$ cat config.mk
export PLATFORM = sky130hd
export DESIGN_NAME = shape_ram
export DESIGN_NICKNAME = d
export VERILOG_FILES = /design/src/rtl/shape_ram_pkg.sv /design/src/rtl/shape_ram_decode.sv /design/src/rtl/shape_ram_array.sv /design/src/rtl/shape_ram_rdport.sv /design/src/rtl/shape_ram.sv
export SDC_FILE = /design/constraint.sdc
export NUM_CORES = 1
export LEC_CHECK = 0
export ABC_AREA = 1
export CAP_MARGIN = 20
export CORE_UTILIZATION = 33
export DETAILED_ROUTE_END_ITERATION = 8
export DONT_BUFFER_PORTS = 1
export SYNTH_ARGS = -nofsm -noshare
export SYNTH_HDL_FRONTEND = slang
export SYNTH_HIERARCHICAL = 1
export SYNTH_SLANG_ARGS = --single-unit
$ cat constraint.sdc
create_clock -name clk -period 2.17 [get_ports clk]
set_input_delay 0.434 -clock clk [delete_from_list [all_inputs] [get_ports clk]]
set_output_delay 0.434 -clock clk [all_outputs]
set_load 0.005 [all_outputs]
$ cat src/rtl/shape_ram_pkg.sv
// Package: shared types for the dual-shape memory tile.
// Assumes the storage row is split into exactly two equal lanes.
package shape_ram_pkg;
    typedef enum logic {
        SHAPE_WIDE   = 1'b0,
        SHAPE_NARROW = 1'b1
    } shape_e;

    localparam int LANES = 2;
endpackage

$ cat src/rtl/shape_ram_decode.sv
// Address decoder: turns a port address into a storage row and a lane index.
// Assumes the narrow shape has twice as many words as the wide shape.
module shape_ram_decode
    import shape_ram_pkg::*;
#(
    parameter int ROW_AW = 5
) (
    input  shape_e              shape,
    input  logic [ROW_AW:0]     addr,
    output logic [ROW_AW-1:0]   row,
    output logic                lane
);
    // Pick the row bits and the lane bit for the current shape.
    always_comb begin
        if (shape == SHAPE_NARROW) begin
            row  = addr[ROW_AW:1];
            lane = addr[0];
        end else begin
            row  = addr[ROW_AW-1:0];
            lane = 1'b0;
        end
    end
endmodule

$ cat src/rtl/shape_ram_array.sv
// Storage array: rows of two lanes, each lane with its own write enable.
// Assumes no reset of contents; reads are combinational (asynchronous).
module shape_ram_array
    import shape_ram_pkg::*;
#(
    parameter int ROWS   = 32,
    parameter int ROW_W  = 8,
    parameter int ROW_AW = $clog2(ROWS)
) (
    input  logic                clk,
    input  logic [ROW_AW-1:0]   wr_row,
    input  logic [LANES-1:0]    wr_lane_en,
    input  logic [ROW_W-1:0]    wr_word,
    input  logic [ROW_AW-1:0]   rd_row,
    output logic [ROW_W-1:0]    rd_word
);
    localparam int LANE_W = ROW_W / LANES;

    logic [LANE_W-1:0] mem [LANES][ROWS];

    for (genvar g = 0; g < LANES; g++) begin : g_lane
        // Write one lane of the addressed row when its enable is set.
        always_ff @(posedge clk) begin
            if (wr_lane_en[g]) begin
                mem[g][wr_row] <= wr_word[g*LANE_W +: LANE_W];
            end
        end

        // Present the addressed row's lane to the read side.
        always_comb begin
            rd_word[g*LANE_W +: LANE_W] = mem[g][rd_row];
        end
    end
endmodule

$ cat src/rtl/shape_ram_rdport.sv
// Read port register: formats the row word for the shape and holds it.
// Assumes select and enable are already resolved by the caller.
module shape_ram_rdport
    import shape_ram_pkg::*;
#(
    parameter int ROW_W = 8
) (
    input  logic              clk,
    input  logic              rst_n,
    input  shape_e            shape,
    input  logic              lane,
    input  logic              rd_en,
    input  logic              sel,
    input  logic [ROW_W-1:0]  row_word,
    output logic [ROW_W-1:0]  rd_data
);
    localparam int LANE_W = ROW_W / LANES;

    logic [ROW_W-1:0] shaped;

    // Narrow shape returns one lane, zero-extended; wide returns the row.
    always_comb begin
        if (shape == SHAPE_NARROW) begin
            shaped = '0;
            shaped[LANE_W-1:0] = lane ? row_word[ROW_W-1:LANE_W]
                                      : row_word[LANE_W-1:0];
        end else begin
            shaped = row_word;
        end
    end

    // Load the word on a read; load zero when the tile is not selected.
    always_ff @(posedge clk) begin
        if (!rst_n) begin
            rd_data <= '0;
        end else if (rd_en) begin
            rd_data <= sel ? shaped : '0;
        end
    end
endmodule

$ cat src/rtl/shape_ram.sv
// Top: 256-bit two-port tile, switchable between 32x8 and 64x4.
// Assumes mode_narrow is static during traffic; contents survive a change.
module shape_ram
    import shape_ram_pkg::*;
#(
    parameter int WORD_W = 8,
    parameter int WORDS  = 32,
    localparam int ROW_AW = $clog2(WORDS),
    localparam int ADDR_W = ROW_AW + 1
) (
    input  logic              clk,
    input  logic              rst_n,
    input  logic              mode_narrow,
    input  logic              blk_sel,
    input  logic              wr_en,
    input  logic [ADDR_W-1:0] wr_addr,
    input  logic [WORD_W-1:0] wr_data,
    input  logic              rd_en,
    input  logic [ADDR_W-1:0] rd_addr,
    output logic [WORD_W-1:0] rd_data
);
    localparam int LANE_W = WORD_W / LANES;

    shape_e              shape;
    logic [ROW_AW-1:0]   wr_row, rd_row;
    logic                wr_lane, rd_lane;
    logic [LANES-1:0]    lane_en;
    logic [WORD_W-1:0]   wr_word, row_word;

    assign shape = shape_e'(mode_narrow);

    shape_ram_decode #(.ROW_AW(ROW_AW)) u_wr_dec (
        .shape (shape), .addr (wr_addr), .row (wr_row), .lane (wr_lane)
    );

    shape_ram_decode #(.ROW_AW(ROW_AW)) u_rd_dec (
        .shape (shape), .addr (rd_addr), .row (rd_row), .lane (rd_lane)
    );

    // Build lane enables and write data for the current shape.
    always_comb begin
        for (int i = 0; i < LANES; i++) begin
            if (shape == SHAPE_NARROW) begin
                lane_en[i] = wr_en && blk_sel && (wr_lane == i[0]);
                wr_word[i*LANE_W +: LANE_W] = wr_data[LANE_W-1:0];
            end else begin
                lane_en[i] = wr_en && blk_sel;
                wr_word[i*LANE_W +: LANE_W] = wr_data[i*LANE_W +: LANE_W];
            end
        end
    end

    shape_ram_array #(.ROWS(WORDS), .ROW_W(WORD_W)) u_array (
        .clk        (clk),
        .wr_row     (wr_row),
        .wr_lane_en (lane_en),
        .wr_word    (wr_word),
        .rd_row     (rd_row),
        .rd_word    (row_word)
    );

    shape_ram_rdport #(.ROW_W(WORD_W)) u_rdport (
        .clk      (clk),
        .rst_n    (rst_n),
        .shape    (shape),
        .lane     (rd_lane),
        .rd_en    (rd_en),
        .sel      (blk_sel),
        .row_word (row_word),
        .rd_data  (rd_data)
    );
endmodule

Yosys cells after proc, flatten, opt, wreduce, memory -nomap -nowiden
Memories as Yosys holds them, arrays and structs flattened.
Cells that the tools add are included.
{"block": "totals", "mem_bits_rw": 256, "ff_bits": 8, "inputBits": 26, "mem_count": 1, "word_cells": 34, "out_inout_bits": 8}
{"block": "op_classes", "bitwise": 3, "n_mux": 22, "magnitude_cmp": 3, "n_reduce_logical": 4}
{"memory": "u_array.mem", "words": 2, "width": 128, "read_ports": 2, "rd_clocked_by_memory_dff": 0, "wr": 2, "line": "shape_ram_array.sv:19", "source": "logic [LANE_W-1:0] mem [LANES][ROWS];"}
{"op": "$mux W128", "n": 2}
{"op": "$bmux W4 S5", "n": 2}
{"op": "$mux W4", "n": 7}
{"op": "$demux W4 S5", "n": 1}
{"op": "$mux W8", "n": 2}
{"op": "$ge A6 B6 Y1 const B", "n": 2}
{"op": "$not A5 Y6", "n": 2}
{"op": "$mux W5", "n": 2}
{"op": "$lt A6 B1 Y1 const B", "n": 1}
{"op": "$mux W1", "n": 6}
{"op": "$logic_and A1 B1 Y1", "n": 4}
{"op": "$not A1 Y1", "n": 1}

Logic depth before layout (Yosys ltp)
Gate-level depths: netlist of the first run.
{"block": "logic_depth", "ltp_word": 8, "mapped_depth": 18, "ltp_nobuf": 16}

By module
Netlist of the first run, hierarchy kept.
{"mod": "shape_ram_array", "cells_per_inst": 978, "seq_area_each_um2": 7687.4, "instances": 1, "area_per_inst_um2": 10898.0}
{"mod": "shape_ram_rdport", "cells_per_inst": 54, "seq_area_each_um2": 160.2, "instances": 1, "area_per_inst_um2": 355.3}
{"mod": "shape_ram_decode", "cells_per_inst": 18, "seq_area_each_um2": 0.0, "instances": 2, "area_per_inst_um2": 67.6}
{"mod": "shape_ram", "cells_per_inst": 17, "seq_area_each_um2": 0.0, "instances": 1, "area_per_inst_um2": 111.4}

Worst setup path after synthesis of the first run
No wires, ideal clock.
{"block": "synth_timing", "path_type": "input port to flip-flop", "from": "input mode_narrow", "to": "memory u_array/mem[0][132] in the netlist's numbering (enable)", "setup_ns": 0.361, "t_required_ns": 1.809, "stages": 7, "t_arrival_ns": 1.485, "path_buffers": 0, "slack_ns": 0.324, "cell_sequence": "inv_2 > nand2_1 > nand2_1 > inv_1 > nor2_1 > clkinv_1 > nor3_1"}
{"element": "start: declaration", "line": "shape_ram.sv:13", "source": "input logic mode_narrow,"}
{"element": "end: declaration", "line": "shape_ram_array.sv:19"}

==> results of run 1 <==
-- critical path, delay by kind of cell --
family        cells  cell delay (ns)
buf+inv           4             0.55
simple gates      4             0.89
-- routing by layer --
| layer | global-route usage, % | routed length, um | vias to the layer above |
|---|---|---|---|
| li1 | - | - | 3802 |
| met1 | 22.8 | 12900 | 3861 |
| met2 | 26.8 | 13800 | 304 |
| met3 | 3.50 | 2450 | 36 |
| met4 | 4.13 | 642 | 0 |
| met5 | 0 | 0 | - |
-- cell families after synthesis --
kind of cell	after synthesis	share of synthesized area (%)
simple gates	709	25.8
flops	264	68.2
buf+inv	98	5.11
compound gates	14	0.805
-- area by class of cell --
| type | instances | area (sq um) | share of cell area [%] |
|---|---|---|---|
| clock buffer | 38 | 759 | 5.73 |
| clock inverter | 16 | 136 | 1.03 |
| inverter | 38 | 144 | 1.08 |
| multi-input combinational | 723 | 3070 | 23.2 |
| sequential | 264 | 7850 | 59.2 |
| tap | 448 | 561 | 4.23 |
| timing repair buffer | 74 | 743 | 5.60 |
-- stage by stage --
stage / instance area (sq um) / std cells / total power [mW]
floorplan: 11500 / 1085 / 6.50
global placement: 12300 / 1543 / 6.81
detailed placement: 12300 / 1543 / 6.81
CTS: 13300 / 1601 / 11.5
global route: 13300 / 1601 / 11.8
finish: 13300 / 1601 / 11.4
-- power groups by stage --
stage | clock network (mW) | registers (mW) | logic (mW)
detailed placement | 0 | 5.77 | 1.04
CTS | 4.71 | 5.67 | 1.10
finish | 4.65 | 5.67 | 1.10
global placement | 0 | 5.77 | 1.03
global route | 4.93 | 5.67 | 1.22
floorplan | 0 | 5.77 | 0.725
-- path summary, 6_finish.rpt --
path,startpoint,endpoint,cells past startpoint,slack [ns]
max reg2reg,u_array/mem[0][74]$_DFFE_PP_,u_rdport/rd_data[2]$_SDFFE_PN0P_,12,0.72
max,mode_narrow,u_array/mem[0][2]$_DFFE_PP_,8,0.53
min,mode_narrow,u_rdport/rd_data[1]$_SDFFE_PN0P_,3,0.12
min reg2reg,u_rdport/rd_data[4]$_SDFFE_PN0P_,u_rdport/rd_data[4]$_SDFFE_PN0P_,2,0.49
-- placed cells by master, fill, tap and decap left out, types with 2 or more instances in the layout --
cell type and instances:
nand2_1 427, edfxtp_1 256, nand3_1 202, buf_4 59, nor2_1 37, nor3_1 36
inv_1 33, clkbuf_16 29, buf_12 15, clkbuf_1 9, a21oi_1 8, dfxtp_1 8
clkinv_1 7, nand2_2 6, clkinv_2 5, o21ai_2 4, inv_2 3, a21oi_2 2
inv_6 2, bufinv_16 2
-- flip-flops by register name, indices dropped and copies added (netlist names) --
register	count
u_rdport/rd_data	8
u_array/mem	256
-- what timing repair did --
action | 4_1_cts | 5_1_grt
gates resized for setup | 0 | 0
hold buffers | 4 | 0
endpoints found under the hold margin | 128 | 0
endpoints found under the setup margin | 0 | 0
==> summary.md, run 1 <==
| Metric | Value |
|---|---|
| Status | `completed` |
| RSZ-0062 raised after global routing | `false` |
| Clock root buffer | `clkbuf_16` |
| Main area contributors after synthesis | `edfxtp_1 (67%), nand2_1 (14%), nand3_1 (8.8%)` |
| Core area | `0.0339 sq mm` |
| Power Density | `861 mW/mm^2` |
| Cells after Synth | `1085` |
| Chip width | `189 um` |
| Slew Viols, Final | `0` |
| Worst vdd ir | `0.640 mV` |
| Final core occ | `39.2%` |
| Max Root-Sink Buffers | `3` |
| DRT iter0 DRCs | `708` |
| Switching share of power | `24.0%` |
| Critical path arrival | `1.89 ns` |
| Max Clk Rate | `611 MHz` |
| Fill count | `3306` |
| Critical path's slowest cell | `nor3_1` |
| Routed vias | `8003` |
| Leakage | `4.93 nW` |
| Antenna viol nets, final | `0` |
| Post-synth EDFFs | `256` |
| Placer Congestion | `0.859` |
| Place WS | `-0.00286 ns` |
| 1st-pass router iterations | `5` |
| Syn-to-layout area delta | `15.4%` |
| Layout Skew | `0.00885 ns` |
| Io pins | `34` |
| IO Port Bufs | `0` |
| CP max FO | `30` |
| Period utilisation layout | `75.4%` |
| Hold Slack | `0.124 ns` |
| Fin. Hold Viols | `0` |
| Largest net degree at the start of global routing | `65` |
| Syn Std Cell Area | `0.0115 sq mm` |
| Vias/cell | `5.00` |
| Worst path max stage delay | `0.35 ns` |
| Yosys top cell area share | `66.8%` |
| Crit. End Element | `flop` |
| Distinct cells, synth | `18` |
| Worst slew margin | `70.3%` |
| Kind of critical path | `in2reg` |
| Skew-Pair Late Insertion Delay | `0.54 ns` |
| Most common cell in the synthesized netlist | `nand2_1` |
| Layout cells sized above 1 | `11.3%` |
| Nets | `1156` |
| Rows | `67` |
| Area leader, netlist | `edfxtp_1` |
| Max-cap check violation count | `0` |
| DRC | `0` |
| #FFs+latches synth | `264` |
| TritonCTS clock tree | `done` |
| Post-synth top cells | `nand2_1 (429), edfxtp_1 (256), nand3_1 (202)` |
| Post-synth top flop | `edfxtp_1` |
| Starting Density | `34.0%` |
| HP Class | `in2reg` |
| Sequential fraction of the synthesis area | `68.2%` |
| Syn_area_per_cell | `10.6 sq um` |
| Worst path cell trace | `inv_2 -> nand2_1 -> nand2_1 -> inv_1 -> nor3_1 -> inv_1 -> nor3_1 -> buf_4` |
| Setup_tns | `0 ns` |
| Max H-tree Level | `1` |
| Final setup fails | `0` |
| Comb pwr share | `9.7%` |
| First-pass GRT wire length | `45400 um` |
| Antenna violations before repair | `0` |
| Clock Pin Slew Worst Setup and Hold Paths | `0.06 ns` |
| Final WS setup | `0.535 ns` |
| Number of diodes | `0` |
| Net switching power | `2.74 mW` |
| Tightest Pin Transition | `0.444 ns` |
| YS warnings | `6` |
| Asr flop ratio synth | `0%` |
| Detailed Place HPWL | `19100 um` |
| Syn_nets | `1111` |
| Critical path launch point type | `primary input` |
| Vias in the first global route | `7742` |
| DIE AREA | `0.0356 sq mm` |
| Total congestion overflow | `0` |
| Total GRT Usage | `16.6%` |
| Wirelength per Cell | `18.6 um` |
| WL final | `29700 um` |
| Num CTS Buffers | `29` |
| Min Tclk post-route | `1.64 ns` |
| Power Internal | `8.68 mW` |
| Sink Count | `264` |
| Clock power share | `40.7%` |
| Seq pwr share | `49.6%` |
| Worst Path Required | `2.43 ns` |
| Postcts setup bufs | `0` |
| Die H | `189 um` |
No activity file was read; power rests on OpenSTA's default activity.
==> run 2: changes to the inputs <==
Settings changed: ABC_AREA 1 to 0.
Clock period 2.17 ns to 1.54 ns, I/O delays scaled along.
==> summary.md, run 2 <==
| Metric | Value |
|---|---|
| Clock Pin Slew Worst Setup and Hold Paths | `0.06 ns (about the same)` |
| Io pins | `34 (unchanged)` |
| Fill count | `2690 (was 3306)` |
| Tot Pwr | `15.4 mW (was 11.4 mW)` |
| Skew-Pair Late Insertion Delay | `0.52 ns (was 0.54 ns)` |
| Syn-to-layout area delta | `20.6% (was 15.4%)` |
| RSZ-0062 raised after global routing | `true (was false)` |
| Leading cell type in the layout, fill and taps excluded | `edfxtp_1 (was nand2_1)` |
| Final core occ | `40.5% (was 39.2%)` |
| Top Registers | `u_array/mem x256, u_rdport/rd_data x8 (unchanged)` |
| Yosys top cell area share | `72.4% (was 66.8%)` |
| Commonest non-fill, non-tap cells in the layout | `edfxtp_1 (256), mux4_2 (80), nor2_4 (34) (was nand2_1 (427), edfxtp_1 (256), nand3_1 (202))` |
| First-pass GRT wire length | `33800 um (was 45400 um)` |
| Antenna violations before repair | `2 (was 0)` |
| Total GRT Usage | `13.8% (was 16.6%)` |
| Max H-tree Level | `1 (unchanged)` |
| Placer Congestion | `0.792 (was 0.859)` |
| Wirelength per Cell | `22.7 um (was 18.6 um)` |
| Reg with most FFs | `u_array/mem (unchanged)` |
| Chip width | `181 um (was 189 um)` |
| Syn_nets | `537 (was 1111)` |
| Multi-input logic area | `0.00304 sq mm (was 0.00307 sq mm)` |
| Area leader, netlist | `edfxtp_1 (unchanged)` |
| Worst vdd ir | `0.677 mV (was 0.640 mV)` |
| Starting Density | `33.5% (was 34.0%)` |
| Max Clk Rate | `490 MHz` |
| Layout cells sized above 1 | `45.3% (was 11.3%)` |
| Seq. cell area | `0.00785 sq mm (unchanged)` |
| Worst Path Required | `1.95 ns (was 2.43 ns)` |
| Critical path arrival | `2.45 ns (was 1.89 ns)` |
| Total congestion overflow | `0 (unchanged)` |
| Core area | `0.0316 sq mm (was 0.0339 sq mm)` |
| CP max FO | `2 (was 30)` |
| DIE AREA | `0.0329 sq mm (was 0.0356 sq mm)` |
| IO Port Bufs | `0 (unchanged)` |
| Failing checks | `negative setup slack` |
| Distinct cells, synth | `24 (was 18)` |
| Cells after Synth | `511 (was 1085)` |
| Leakage | `3.89 nW (was 4.93 nW)` |
| Sequential fraction of the synthesis area | `73.9% (was 68.2%)` |
| Final setup fails | `8 (was 0)` |
| Main area contributors after synthesis | `edfxtp_1 (72%), mux4_2 (17%), mux2_2 (2.3%) (was edfxtp_1 (67%), nand2_1 (14%), nand3_1 (8.8%))` |
| Antenna viol nets, final | `0 (unchanged)` |
| Layout Skew | `0.00689 ns (was 0.00885 ns)` |
| 1st-pass router iterations | `4 (was 5)` |
| Slew Viols, Final | `0 (unchanged)` |
| YS warnings | `6 (unchanged)` |
| Asr flop ratio synth | `0% (unchanged)` |
| Kind of critical path | `reg2reg (was in2reg)` |
| WL final | `22100 um (was 29700 um)` |
| Most common cell in the synthesized netlist | `edfxtp_1 (was nand2_1)` |
| Critical path launch point type | `flop (was primary input)` |
| Tightest Pin Transition | `0.647 ns (was 0.444 ns)` |
| Die H | `181 um (was 189 um)` |
| #FFs+latches synth | `264 (unchanged)` |
| Nets | `580 (was 1156)` |
| Hold Crit Depth | `2 (was 3)` |
| Min Tclk post-route | `2.04 ns` |
| Max-cap check violation count | `0 (unchanged)` |
| DRT iter0 DRCs | `381 (was 708)` |
| Post-synth top flop | `edfxtp_1 (unchanged)` |
| Power Density | `1200 mW/mm^2 (was 861 mW/mm^2)` |
| Syn_area_per_cell | `20.8 sq um (was 10.6 sq um)` |
| Vias/cell | `5.06 (was 5.00)` |
| Routed vias | `4947 (was 8003)` |
| Worst slew margin | `56.9% (was 70.3%)` |
| Fin. Hold Viols | `0 (unchanged)` |
| Period utilisation layout | `132%` |
| Max Root-Sink Buffers | `3 (unchanged)` |
| Final WS setup | `-0.499 ns (was 0.535 ns)` |
| Rows | `65 (was 67)` |
| Clock root buffer | `clkbuf_16 (unchanged)` |
| Crit. End Element | `flop (unchanged)` |
| Largest net degree at the start of global routing | `33 (was 65)` |
| Status | `finished with violations (was completed)` |
| DRC | `0 (unchanged)` |
| R2r worst-path depth | `5 (was 12)` |
| Post-synth top cells | `edfxtp_1 (256), mux4_2 (80), nor2_1 (65) (was nand2_1 (429), edfxtp_1 (256), nand3_1 (202))` |
| Sink Count | `264 (unchanged)` |
| Num CTS Buffers | `26 (was 29)` |
| HP Class | `in2reg (unchanged)` |
| Vias in the first global route | `5307 (was 7742)` |
| Syn Std Cell Area | `0.0106 sq mm (was 0.0115 sq mm)` |
| Detailed Place HPWL | `15000 um (was 19100 um)` |
| Max FFs per register | `256 (unchanged)` |
| TritonCTS clock tree | `done (unchanged)` |
| Post-synth EDFFs | `256 (unchanged)` |
[run 2: cell count changes after synthesis, moves of 7 or more]
cell / delta
buf_2: -16
buf_6: -23
inv_1: -32
mux2_2: +22
mux4_2: +80
nand2_1: -423
nand3_1: -194
nand3b_1: +7
nor2_1: +28
nor3_1: -36
[run 2: worst paths after layout]
kind	to	start	slack [ns]
setup / recovery	u_rdport/rd_data[3]$_SDFFE_PN0P_	u_array/mem[0][231]$_DFFE_PP_	-0.50
hold / removal	u_rdport/rd_data[1]$_SDFFE_PN0P_	rd_en	0.04
setup reg to reg	u_rdport/rd_data[3]$_SDFFE_PN0P_	u_array/mem[0][231]$_DFFE_PP_	-0.50
hold reg to reg	u_rdport/rd_data[2]$_SDFFE_PN0P_	u_rdport/rd_data[2]$_SDFFE_PN0P_	0.49
[run 2: power by group]
part,switching [mW],leakage (nW),internal [mW]
logic,0.658,1.12,0.640
clock network,2.55,0.401,3.53
registers,0.0213,2.37,7.96
[run 2: cell type report]
class	instances	area share, %
timing repair buffer	45	4.45
inverter	1	0.0293
multi-input combinational	216	23.7
tap	402	3.93
antenna	1	0.0195
sequential	264	61.3
clock buffer	36	5.78
clock inverter	12	0.753
[run 2: cell families (layout without fill, tap and decap cells)]
group | count (synthesis) | after routing | share of synthesized area (%)
DFF | 264 | 264 | 73.9
muxes | 106 | 106 | 19.7
and+or+nand+nor | 100 | 100 | 4.37
buffers and inverters | 31 | 94 | 1.43
AOI/OAI and AO/OA | 10 | 10 | 0.566
other | 0 | 1 | 0
[run 2: metal layers]
layer | vias up | wire length [um] | GRT usage (%)
met5 | - | 13 | 0
met4 | 2 | 474 | 3.86
met3 | 29 | 1480 | 3.49
met2 | 112 | 10900 | 23.2
met1 | 2609 | 9220 | 17.8
li1 | 2195 | - | -
[run 2: timing repair]
item                       4_1_cts  5_1_grt
buffers inserted                 2        0
gates resized for setup         10        1
hold buffers                     7        0
hold endpoints to repair       136        0
pin swaps                        6        2
cloned                           1        0
setup endpoints to repair        8        8
[run 2: through the flow]
stage | setup TNS [ns] | hold WS, ns | instance area (sq um) | setup slack (ns) | cells
floorplan | -71.54 | 0.407 | 11200 | -0.793 | 511
global placement | -44.73 | 0.413 | 11800 | -1.06 | 918
detailed placement | -50.92 | 0.412 | 11800 | -1.05 | 918
CTS | -3.59 | 0.0325 | 12800 | -0.513 | 976
global route | -3.88 | 0.0298 | 12800 | -0.550 | 976
finish | -3.57 | 0.0446 | 12800 | -0.499 | 977
[run 2: worst max-delay path: stages (launching register included)]
cell and delay [ns]:
edfxtp_1 0.37, mux4_2 0.53, mux4_2 0.53, mux2_4 0.30, mux2i_1 0.14, o21ai_1 0.07
